### config.mk
export PLATFORM = sky130hd
export DESIGN_NAME = adc_frame_reader
export DESIGN_NICKNAME = d
export VERILOG_FILES = /design/src/rtl/adc_frame_reader.sv
export SDC_FILE = /design/constraint.sdc
export NUM_CORES = 1
export LEC_CHECK = 0
export BUFFER_PORTS_ARGS = -buffer_cell sky130_fd_sc_hd__buf_2
export CORE_MARGIN = 2
export CORE_UTILIZATION = 45
export DETAILED_ROUTE_END_ITERATION = 6
export RECOVER_POWER = 25
export SLEW_MARGIN = 40
export SYNTH_ARGS = -nofsm -noshare
export SYNTH_HDL_FRONTEND = slang
export SYNTH_SLANG_ARGS = --single-unit
### constraint.sdc
create_clock -name clk -period 3.96 [get_ports clk]
set_clock_uncertainty 0.05 [all_clocks]
set_input_delay 0.198 -clock clk [delete_from_list [all_inputs] [get_ports clk]]
set_output_delay 0.198 -clock clk [all_outputs]
set_load 0.01 [all_outputs]
### src/rtl/adc_frame_reader.sv
module adc_frame_reader #(
  parameter int DIV_W  = 8,
  parameter int CNT_W  = 16,
  parameter int DATA_W = 12,
  parameter int FRAME  = 16
) (
  input  logic              clk,
  input  logic              rst_n,
  input  logic              start,
  input  logic              continuous,
  input  logic [DIV_W-1:0]  half_div,
  input  logic [CNT_W-1:0]  wake_cycles,
  input  logic [CNT_W-1:0]  period_cycles,
  output logic              cs_n,
  output logic              sclk,
  input  logic              sdata,
  output logic [DATA_W-1:0] res_data,
  output logic              res_valid,
  input  logic              res_ready,
  output logic              zero_err,
  output logic              overflow
);
  localparam int EW = $clog2(FRAME + 1);
  localparam logic [EW-1:0] LAST = EW'(FRAME);

  typedef enum logic [1:0] {IDLE, WAKE, XFER} st_t;
  st_t st;

  logic [DIV_W-1:0] div_q, hcnt, div_eff;
  logic [CNT_W-1:0] wcnt, gap, per_q, wake_eff, per_eff;
  logic [EW-1:0]    falls;
  logic [FRAME-1:0] sh;
  logic             pend, launch, edge_now, done;

  assign div_eff  = (half_div == '0)      ? DIV_W'(1) : half_div;
  assign wake_eff = (wake_cycles == '0)   ? CNT_W'(1) : wake_cycles;
  assign per_eff  = (period_cycles == '0) ? CNT_W'(1) : period_cycles;

  assign launch   = (st == IDLE) && (gap == '0) && (pend || start || continuous);
  assign edge_now = (st == XFER) && (hcnt == '0);
  assign done     = edge_now && !sclk && (falls == LAST);

  always_ff @(posedge clk) begin
    if (!rst_n) begin
      st    <= IDLE;
      cs_n  <= 1'b1;
      sclk  <= 1'b1;
      div_q <= DIV_W'(1);
      hcnt  <= '0;
      wcnt  <= '0;
      gap   <= '0;
      per_q <= CNT_W'(1);
      falls <= '0;
      sh    <= '0;
      pend  <= 1'b0;
    end else begin
      pend <= (pend | start) & ~launch;
      if (launch)          gap <= per_eff - 1'b1;
      else if (gap != '0)  gap <= gap - 1'b1;
      case (st)
        IDLE: if (launch) begin
          st    <= WAKE;
          cs_n  <= 1'b0;
          wcnt  <= wake_eff - 1'b1;
          div_q <= div_eff;
          per_q <= per_eff;
        end
        WAKE: begin
          if (wcnt == '0) begin
            st    <= XFER;
            cs_n  <= 1'b1;
            hcnt  <= div_q - 1'b1;
            falls <= '0;
          end else begin
            wcnt <= wcnt - 1'b1;
          end
        end
        XFER: begin
          if (hcnt != '0) begin
            hcnt <= hcnt - 1'b1;
          end else begin
            hcnt <= div_q - 1'b1;
            if (sclk) begin
              sclk  <= 1'b0;
              falls <= falls + 1'b1;
              if (falls == '0) sh <= {sh[FRAME-2:0], sdata};
            end else begin
              sclk <= 1'b1;
              if (falls != LAST) sh <= {sh[FRAME-2:0], sdata};
              else               st <= IDLE;
            end
          end
        end
        default: st <= IDLE;
      endcase
    end
  end

  always_ff @(posedge clk) begin
    if (!rst_n) begin
      res_data  <= '0;
      res_valid <= 1'b0;
      zero_err  <= 1'b0;
      overflow  <= 1'b0;
    end else begin
      res_valid <= done | (res_valid & ~res_ready);
      if (done) begin
        res_data <= sh[DATA_W-1:0];
        if (|sh[FRAME-1:DATA_W])         zero_err <= 1'b1;
        if (res_valid && !res_ready)     overflow <= 1'b1;
      end
    end
  end
endmodule

==> tab_implementation.tex, run 1 <==
\begin{tabular}{lr}
\hline
Metric & Value \\
\hline
\multicolumn{2}{l}{\textbf{Route}} \\
\quad Initial detailed-routing violation count & 317 \\
\quad Final routed wirelength across all metal layers & 12400 um \\
\quad Detailed Routing Iterations Pass 1 & 5 \\
\quad Average via count per standard cell & 5.79 \\
\quad Post-DR wirelength/cell & 15.3 um \\
\quad Detailed-route via count & 4671 \\
\quad Post-route ant nets & 0 \\
\quad Number of remaining DRC errors & 0 \\
\multicolumn{2}{l}{\textbf{Hold path}} \\
\quad Number of cells on the worst hold path & 3 \\
\quad Worst hold path type & input pin to flip-flop \\
\quad Endpoint of the worst hold path & sh[0]\$\_SDFFE\_PN0P\_ \\
\quad Hold\_sp & sdata \\
\multicolumn{2}{l}{\textbf{Power}} \\
\quad Switching part of the total power & 42.3\% \\
\quad Power spent charging and discharging nets & 1.46 mW \\
\quad Part of the total power dissipated in the clock network & 21.3\% \\
\quad Internal power summed over all cells & 1.99 mW \\
\quad PD cells & 625 mW/mm\^{}2 \\
\quad Combinational group share of total power & 44.2\% \\
\quad Max rail drop VDD & 0.000313 V \\
\quad Share of power burned in registers & 34.5\% \\
\quad Post-route total power & 3.45 mW \\
\quad Static leakage power & 2.16 nW \\
\multicolumn{2}{l}{\textbf{Worst setup path}} \\
\quad Launch instance of the worst register-to-register path & gap[12]\$\_SDFFE\_PN0P\_ \\
\quad Maximum single-stage delay on the critical path & 0.57 ns \\
\quad Dominant delay contributor by cell family on the critical path & simple AND/OR/NAND/NOR gates \\
\quad Nature of the critical path endpoint & flip-flop \\
\quad Launch point of the worst path & gap[12]\$\_SDFFE\_PN0P\_ \\
\quad Critical path arrival & 3.34 ns \\
\quad Crit-path max FO & 39 \\
\quad Library cell appearing most often on the critical path & sky130\_fd\_sc\_hd\_\_nor2\_1 \\
\quad FF-to-FF path depth & 11 \\
\quad Crit Path Category & flip-flop to flip-flop \\
\quad Crit path buf inv count & 0 \\
\quad Register-to-register setup slack & 0.80 ns \\
\quad Critical register-to-register path endpoint & gap[10]\$\_SDFFE\_PN0P\_ \\
\quad Cell chain of the critical path & or4\_4, nor3\_4, and3\_4, o21a\_1, nor2\_1, ha\_1, nand2b\_1, a311oi\_1, o2111a\_1, xor2\_1, nor2\_1 \\
\quad Crit-path slowest cell & sky130\_fd\_sc\_hd\_\_and3\_4 \\
\quad Critical Path Start Type & flip-flop \\
\quad Required time at the worst-slack endpoint & 4.14 ns \\
\multicolumn{2}{l}{\textbf{Floorplanning}} \\
\quad Vertical die dimension & 108 um \\
\quad Number of top-level design ports & 63 \\
\quad Overall die area & 0.0117 sq mm \\
\quad Standard-cell row count & 38 \\
\quad Die width & 108 um \\
\quad Starting Density & 45.7\% \\
\quad Core footprint & 0.0107 sq mm \\
\multicolumn{2}{l}{\textbf{STA}} \\
\quad Least-Margin Pin Slew & 1.27 ns \\
\quad Final Hold Violating Endpoints & 0 \\
\quad Post-route setup slack & 0.804 ns \\
\quad Setup TNS Final & 0 ns \\
\quad Highest attainable clock frequency & 317 MHz \\
\quad Final Max Tran Viols & 0 \\
\quad Final setup vio count & 0 \\
\quad Period utilisation layout & 79.7\% \\
\quad Setup repair after global routing missed its margin & no \\
\quad Final worst path period need & 3.16 ns \\
\quad Relative slew slack & 15.3\% \\
\quad Post-route worst hold slack & 0.0188 ns \\
\multicolumn{2}{l}{\textbf{Place}} \\
\quad Global placement routability congestion & 0.864 \\
\quad Number of port buffers & 62 \\
\quad DPL Wire Length & 8850 um \\
\quad Post-Place Setup Slack & 0.846 ns \\
\quad Dpl cells & 791 \\
\quad Placement-stage cell area & 0.00530 sq mm \\
\multicolumn{2}{l}{\textbf{Synthesis}} \\
\quad Yosys warnings & 0 \\
\quad FF+latch count, synth & 89 \\
\quad Post-synthesis net count & 667 \\
\quad Average cell area after synthesis & 7.96 sq um \\
\quad Most instantiated flip-flop cell in the synthesis netlist & sky130\_fd\_sc\_hd\_\_dfxtp\_1 \\
\quad Netlist cell types & 68 \\
\quad Async set-or-reset flop fraction in the synthesized netlist & 0\% \\
\quad Number of cells produced by synthesis & 614 \\
\quad Part of the Yosys area used for sequential elements & 36.5\% \\
\quad Number of enable-type register cells in the synthesized netlist & 0 \\
\quad Cell Area, Synth & 0.00489 sq mm \\
\multicolumn{2}{l}{\textbf{Status}} \\
\quad Result of the run & complete, no violations \\
\multicolumn{2}{l}{\textbf{Global routing}} \\
\quad Maximum number of pins on one net before global-route repair & 40 \\
\quad Antenna violations before repair & 0 \\
\quad Gr ovfl total & 0 \\
\quad Via count of the first global-routing pass & 4310 \\
\quad First-pass GRT wire length & 20700 um \\
\quad All-layer global routing usage & 22.1\% \\
\multicolumn{2}{l}{\textbf{Clocking}} \\
\quad Cts bufs inserted & 9 \\
\quad Clock-pin transition on the worst setup and hold timing paths & 0.09 ns \\
\quad Post-CTS Hold Buffers & 0 \\
\quad CTS tree & yes \\
\quad Maximum buffer depth of the clock tree & 2 \\
\quad Setup fix buffers added after clock tree synthesis & 0 \\
\quad Clk Latency, worst-skew pair & 0.37 ns \\
\quad CTS H-Tree Depth & 3 \\
\quad Number of instances resized during post-cts repair & 0 \\
\quad Clk sink count & 89 \\
\quad Clock root buffer & sky130\_fd\_sc\_hd\_\_clkbuf\_8 \\
\multicolumn{2}{l}{\textbf{Cells and area}} \\
\quad Count of inserted antenna diode cells & 0 \\
\quad Net total in the final layout & 715 \\
\quad Finished Layout Cells & 807 \\
\quad Proportion of layout cells with a drive suffix above 1 & 12.9\% \\
\quad P\&R area growth vs syn & 12.9\% \\
\quad Final standard cell utilization of the core & 51.6\% \\
\quad Final design area excluding fillers & 0.00552 sq mm \\
\multicolumn{2}{l}{\textbf{Run}} \\
\quad Max\_cap viols & 0 \\
\hline
\end{tabular}
[cell type report]
| cell class | count | area, sq um |
|---|---|---|
| fill | 1058 | 5180 |
| tap | 140 | 175 |
| timing repair buffer | 70 | 345 |
| multi-input combinational | 478 | 2920 |
| clock buffer | 10 | 138 |
| sequential | 89 | 1780 |
| inverter | 14 | 52.6 |
| clock inverter | 6 | 101 |
[cells in the final DEF (no fill, tap or decap), types with 6 or more instances in the layout]
| cell | synthesis | final |
|---|---|---|
| sky130_fd_sc_hd__a21o_1 | 9 | 9 |
| sky130_fd_sc_hd__a21oi_1 | 47 | 47 |
| sky130_fd_sc_hd__a31oi_1 | 8 | 7 |
| sky130_fd_sc_hd__buf_2 | 8 | 45 |
| sky130_fd_sc_hd__buf_4 | 2 | 7 |
| sky130_fd_sc_hd__clkbuf_1 | 21 | 18 |
| sky130_fd_sc_hd__clkbuf_8 | 0 | 10 |
| sky130_fd_sc_hd__dfxtp_1 | 89 | 89 |
| sky130_fd_sc_hd__ha_1 | 7 | 7 |
| sky130_fd_sc_hd__inv_1 | 14 | 14 |
| sky130_fd_sc_hd__mux2i_1 | 38 | 38 |
| sky130_fd_sc_hd__nand2_1 | 61 | 61 |
| sky130_fd_sc_hd__nand2b_1 | 7 | 7 |
| sky130_fd_sc_hd__nand3_1 | 21 | 21 |
| sky130_fd_sc_hd__nand4_1 | 7 | 7 |
| sky130_fd_sc_hd__nor2_1 | 88 | 88 |
| sky130_fd_sc_hd__nor2b_1 | 7 | 6 |
| sky130_fd_sc_hd__nor3_1 | 22 | 21 |
| sky130_fd_sc_hd__nor4_1 | 14 | 14 |
| sky130_fd_sc_hd__o211ai_1 | 9 | 9 |
| sky130_fd_sc_hd__o21ai_0 | 25 | 25 |
| sky130_fd_sc_hd__or3_1 | 7 | 7 |
| sky130_fd_sc_hd__or4_1 | 6 | 6 |
| sky130_fd_sc_hd__xnor2_1 | 7 | 7 |
| sky130_fd_sc_hd__xor2_1 | 11 | 11 |
[worst reg2reg max path: stages, from the launching register on]
cell,delay (ns)
sky130_fd_sc_hd__dfxtp_1,0.35
sky130_fd_sc_hd__or4_4,0.56
sky130_fd_sc_hd__nor3_4,0.30
sky130_fd_sc_hd__and3_4,0.57
sky130_fd_sc_hd__o21a_1,0.22
sky130_fd_sc_hd__nor2_1,0.05
sky130_fd_sc_hd__ha_1,0.20
sky130_fd_sc_hd__nand2b_1,0.13
sky130_fd_sc_hd__a311oi_1,0.14
sky130_fd_sc_hd__o2111a_1,0.25
sky130_fd_sc_hd__xor2_1,0.16
sky130_fd_sc_hd__nor2_1,0.06
[cell families (layout without fill, tap and decap cells)]
kind of cell	Yosys count	count (layout)	share of synthesized area, %
AO/OA/AOI/OAI	146	146	19.4
adder cells (fa/ha/maj)	7	7	1.79
buffers and inverters	47	100	4.12
multiplexers	41	41	8.53
XOR/XNOR	18	18	3.23
AND/OR/NAND/NOR	266	266	26.4
flip-flops	89	89	36.5
[how the worst max path moves through the flow]
stage | endpoint | slack (ns) | cells past startpoint
floorplan | wcnt[8]$_SDFFE_PN0P_ | 0.69 | 12
global placement | gap[10]$_SDFFE_PN0P_ | 0.88 | 11
detailed placement | gap[10]$_SDFFE_PN0P_ | 0.85 | 11
CTS | gap[10]$_SDFFE_PN0P_ | 0.83 | 11
global route | wcnt[8]$_SDFFE_PN0P_ | 0.42 | 11
finish | gap[10]$_SDFFE_PN0P_ | 0.80 | 11
[synth_stat cells, drive strengths merged (9+ instances only)]
library cell / n / area share (%)
a21o: 9 / 1.4
a21oi: 47 / 4.8
buf: 12 / 1.4
clkbuf: 21 / 1.6
dfxtp: 89 / 36
inv: 14 / 1.1
mux2i: 39 / 8.1
nand2: 61 / 4.7
nand3: 21 / 2.2
nor2: 89 / 6.9
nor3: 24 / 2.8
nor4: 14 / 1.8
o211ai: 9 / 1.4
o21ai: 25 / 2.6
xor2: 11 / 2.0
[state kept, by name, summed over array words and instances (netlist names)]
name and flops:
cs_n 1, div_q 8, falls 5, gap 16, hcnt 8, overflow 1, pend 1, res_data 12
res_valid 1, sclk 1, sh 16, st 2, wcnt 16, zero_err 1
[power groups by stage]
stage                     Clock [mW]  Combinational, mW  Sequential, mW
after floorplan                    0               1.17            1.15
after global placement             0               1.49            1.20
after detailed placement           0               1.50            1.20
after CTS                      0.760               1.50            1.18
after global routing           0.798               1.70            1.21
final                          0.735               1.52            1.19
[routing by layer]
| layer | part of all wire, % | global-route usage (%) |
|---|---|---|
| met1 | 46 | 30.1 |
| met2 | 46 | 35.8 |
| met3 | 5.8 | 3.07 |
| met4 | 1.4 | 7.88 |
| met5 | 0 | 0 |
(Power assumes the default switching activity.)
==> inputs of run 2 (changes only) <==
--- a/config.mk
+++ b/config.mk
@@ -9,6 +9,7 @@
 export CORE_MARGIN = 2
 export CORE_UTILIZATION = 45
 export DETAILED_ROUTE_END_ITERATION = 6
+export PLACE_DENSITY = 0.67
 export RECOVER_POWER = 25
 export SLEW_MARGIN = 40
 export SYNTH_ARGS = -nofsm -noshare
==> constraint.sdc (replaced) <==
create_clock -name clk -period 2.73 [get_ports clk]
set_clock_uncertainty 0.05 [all_clocks]
set_input_delay 0.1365 -clock clk [delete_from_list [all_inputs] [get_ports clk]]
set_output_delay 0.1365 -clock clk [all_outputs]
set_load 0.01 [all_outputs]
==> run 2 against run 1 <==
Compared with the run above:
- combinational power rose by 64%
- fmax up 23%
- setup slack worse by 0.63 ns
- critical path type unchanged
- largest cell class unchanged
- largest power group unchanged
==> tab_implementation.tex, run 2 (synthesis gave the netlist of run 1 again) <==
\begin{tabular}{lr}
\hline
Metric & Value \\
\hline
\multicolumn{2}{l}{\textbf{Worst setup path}} \\
\quad Instance count on the critical path & 6 \\
\quad Launch point of the worst path & st[0]\$\_SDFFE\_PN0P\_ \\
\quad Crit-path slowest cell & sky130\_fd\_sc\_hd\_\_nor2b\_2 \\
\quad Dominant delay contributor by cell family on the critical path & simple AND/OR/NAND/NOR gates \\
\quad Launch instance of the worst register-to-register path & st[0]\$\_SDFFE\_PN0P\_ \\
\quad Critical path arrival & 2.75 ns \\
\quad Crit Path Category & flip-flop to flip-flop \\
\quad Crit-path max FO & 8 \\
\quad Required time at the worst-slack endpoint & 2.92 ns \\
\quad Critical register-to-register path endpoint & wcnt[9]\$\_SDFFE\_PN0P\_ \\
\quad FF-to-FF path depth & 6 \\
\quad Critical Path Start Type & flip-flop \\
\quad Register-to-register setup slack & 0.17 ns \\
\quad Maximum single-stage delay on the critical path & 0.51 ns \\
\quad Nature of the critical path endpoint & flip-flop \\
\quad Crit path buf inv count & 0 \\
\quad Worst setup path end & wcnt[9]\$\_SDFFE\_PN0P\_ \\
\quad Cell chain of the critical path & nor2b\_2, mux2i\_1, or3\_1, or2\_2, a311oi\_1, a21oi\_1 \\
\multicolumn{2}{l}{\textbf{Power}} \\
\quad Post-route total power & 5.10 mW \\
\quad PD cells & 884 mW/mm\^{}2 \\
\quad Power spent charging and discharging nets & 2.21 mW \\
\quad Share of power burned in registers & 33.7\% \\
\quad Static leakage power & 2.27 nW \\
\quad Max rail drop VDD & 0.000616 V \\
\quad Switching part of the total power & 43.3\% \\
\quad Part of the total power dissipated in the clock network & 17.3\% \\
\quad Combinational group share of total power & 49.0\% \\
\quad Internal power summed over all cells & 2.89 mW \\
\multicolumn{2}{l}{\textbf{Floorplanning}} \\
\quad Standard-cell row count & 38 \\
\quad Vertical die dimension & 108 um \\
\quad Overall die area & 0.0117 sq mm \\
\quad Starting Density & 45.7\% \\
\quad Number of top-level design ports & 63 \\
\quad Die width & 108 um \\
\quad Core footprint & 0.0107 sq mm \\
\multicolumn{2}{l}{\textbf{Status}} \\
\quad Result of the run & complete, no violations \\
\multicolumn{2}{l}{\textbf{Route}} \\
\quad Average via count per standard cell & 5.89 \\
\quad Detailed-route via count & 4932 \\
\quad Detailed Routing Iterations Pass 1 & 5 \\
\quad Post-DR wirelength/cell & 15.4 um \\
\quad Initial detailed-routing violation count & 335 \\
\quad Final routed wirelength across all metal layers & 12900 um \\
\quad Number of remaining DRC errors & 0 \\
\quad Post-route ant nets & 0 \\
\multicolumn{2}{l}{\textbf{Cells and area}} \\
\quad P\&R area growth vs syn & 18.2\% \\
\quad Largest regs & gap x16, sh x16, wcnt x16 \\
\quad Commonest cells after routing, fill and taps aside & 88 x sky130\_fd\_sc\_hd\_\_nor2\_1, 88 x sky130\_fd\_sc\_hd\_\_dfxtp\_1, 61 x sky130\_fd\_sc\_hd\_\_nand2\_1, 47 x sky130\_fd\_sc\_hd\_\_a21oi\_1, 45 x sky130\_fd\_sc\_hd\_\_buf\_2 \\
\quad Final standard cell utilization of the core & 54.0\% \\
\quad Proportion of layout cells with a drive suffix above 1 & 16.5\% \\
\quad Count of inserted antenna diode cells & 0 \\
\quad Fill cells & 1018 \\
\quad Finished Layout Cells & 838 \\
\quad Net total in the final layout & 746 \\
\multicolumn{2}{l}{\textbf{Place}} \\
\quad Global placement routability congestion & 0.903 \\
\quad Number of port buffers & 62 \\
\quad DPL Wire Length & 9090 um \\
\quad Dpl cells & 811 \\
\multicolumn{2}{l}{\textbf{Run}} \\
\quad Max\_cap viols & 0 \\
\multicolumn{2}{l}{\textbf{STA}} \\
\quad Final worst path period need & 2.56 ns \\
\quad Final setup vio count & 0 \\
\quad Setup repair after global routing missed its margin & no \\
\quad Final Hold Violating Endpoints & 0 \\
\quad Final Max Tran Viols & 0 \\
\quad Least-Margin Pin Slew & 0.600 ns \\
\quad Period utilisation layout & 93.8\% \\
\quad Relative slew slack & 59.9\% \\
\quad Highest attainable clock frequency & 391 MHz \\
\quad Setup TNS Final & 0 ns \\
\multicolumn{2}{l}{\textbf{Clocking}} \\
\quad CTS H-Tree Depth & 3 \\
\quad Clock root buffer & sky130\_fd\_sc\_hd\_\_clkbuf\_8 \\
\quad Cts bufs inserted & 9 \\
\quad CTS tree & yes \\
\quad Clock-pin transition on the worst setup and hold timing paths & 0.11 ns \\
\quad Clk Latency, worst-skew pair & 0.38 ns \\
\quad Maximum buffer depth of the clock tree & 2 \\
\quad Clk sink count & 89 \\
\multicolumn{2}{l}{\textbf{Global routing}} \\
\quad All-layer global routing usage & 22.7\% \\
\quad Via count of the first global-routing pass & 4546 \\
\quad Maximum number of pins on one net before global-route repair & 46 \\
\quad Antenna violations before repair & 0 \\
\quad Gr ovfl total & 0 \\
\quad First-pass GRT wire length & 21400 um \\
\multicolumn{2}{l}{\textbf{Hold path}} \\
\quad Worst hold path type & input pin to flip-flop \\
\hline
\end{tabular}
[run 2: worst min path at each step]
stage,from,endpoint,slack [ns],depth (start not counted)
floorplan,half_div[7],div_q[7]$_SDFFE_PN0P_,0.22,2
CTS,wake_cycles[15],wcnt[15]$_SDFFE_PN0P_,0.004,3
finish,wake_cycles[15],wcnt[15]$_SDFFE_PN0P_,0.01,3
global placement,sdata,sh[0]$_SDFFE_PN0P_,0.32,3
global route,wake_cycles[8],wcnt[8]$_SDFFE_PN0P_,0.02,3
detailed placement,sdata,sh[0]$_SDFFE_PN0P_,0.33,3
[run 2: stage by stage]
step	setup slack (ns)	hold slack (ns)	cell area, sq um
6_report	0.170	0.0148	5770
5_1_grt	0.00181	0.0223	5770
4_1_cts	0.0240	0.00386	5750
3_5_place_dp	0.00987	0.334	5470
3_3_place_gp	0.0770	0.322	5460
2_1_floorplan	0.00913	0.222	4920
[run 2: metal layers]
layer | vias up | part of all wire (%) | wire length [um] | track usage [%]
met5 | - | 0 | 0 | 0
met4 | 0 | 2.7 | 346 | 10.3
met3 | 31 | 4.9 | 637 | 3.25
met2 | 179 | 48 | 6190 | 37.9
met1 | 2333 | 44 | 5740 | 28.9
li1 | 2389 | - | - | -
[run 2: tightest hold or removal path: cells and delay by family]
family | cells | cell delay (ns)
AOI/OAI and AO/OA | 2 | 0.16
buffers and inverters | 1 | 0.11
[run 2: power by group through the flow]
stage                     logic [mW]  registers (mW)  clock network [mW]
after floorplan                 1.74            1.68                   0
after global placement          2.35            1.72                   0
final                           2.50            1.72               0.885
after detailed placement        2.39            1.73                   0
after CTS                       2.41            1.70               0.914
after global routing            2.75            1.75               0.965
[run 2: cell type report]
cell class / instances / area, sq um / share of cell area (%)
inverters: 14 / 52.6 / 0.910
flip-flops and latches: 89 / 1780 / 30.9
well taps: 140 / 175 / 3.03
clock inverters: 7 / 61.3 / 1.06
clock buffers: 9 / 124 / 2.15
multi-input cells: 478 / 2970 / 51.4
repair buffers: 101 / 609 / 10.6
[run 2: timing repair]
action / in CTS / in global routing
buffers inserted: 0 / 1
endpoints found under the hold margin: 10 / 0
endpoints found under the setup margin: 0 / 9
hold buffers: 10 / 0
resized for setup: 0 / 10
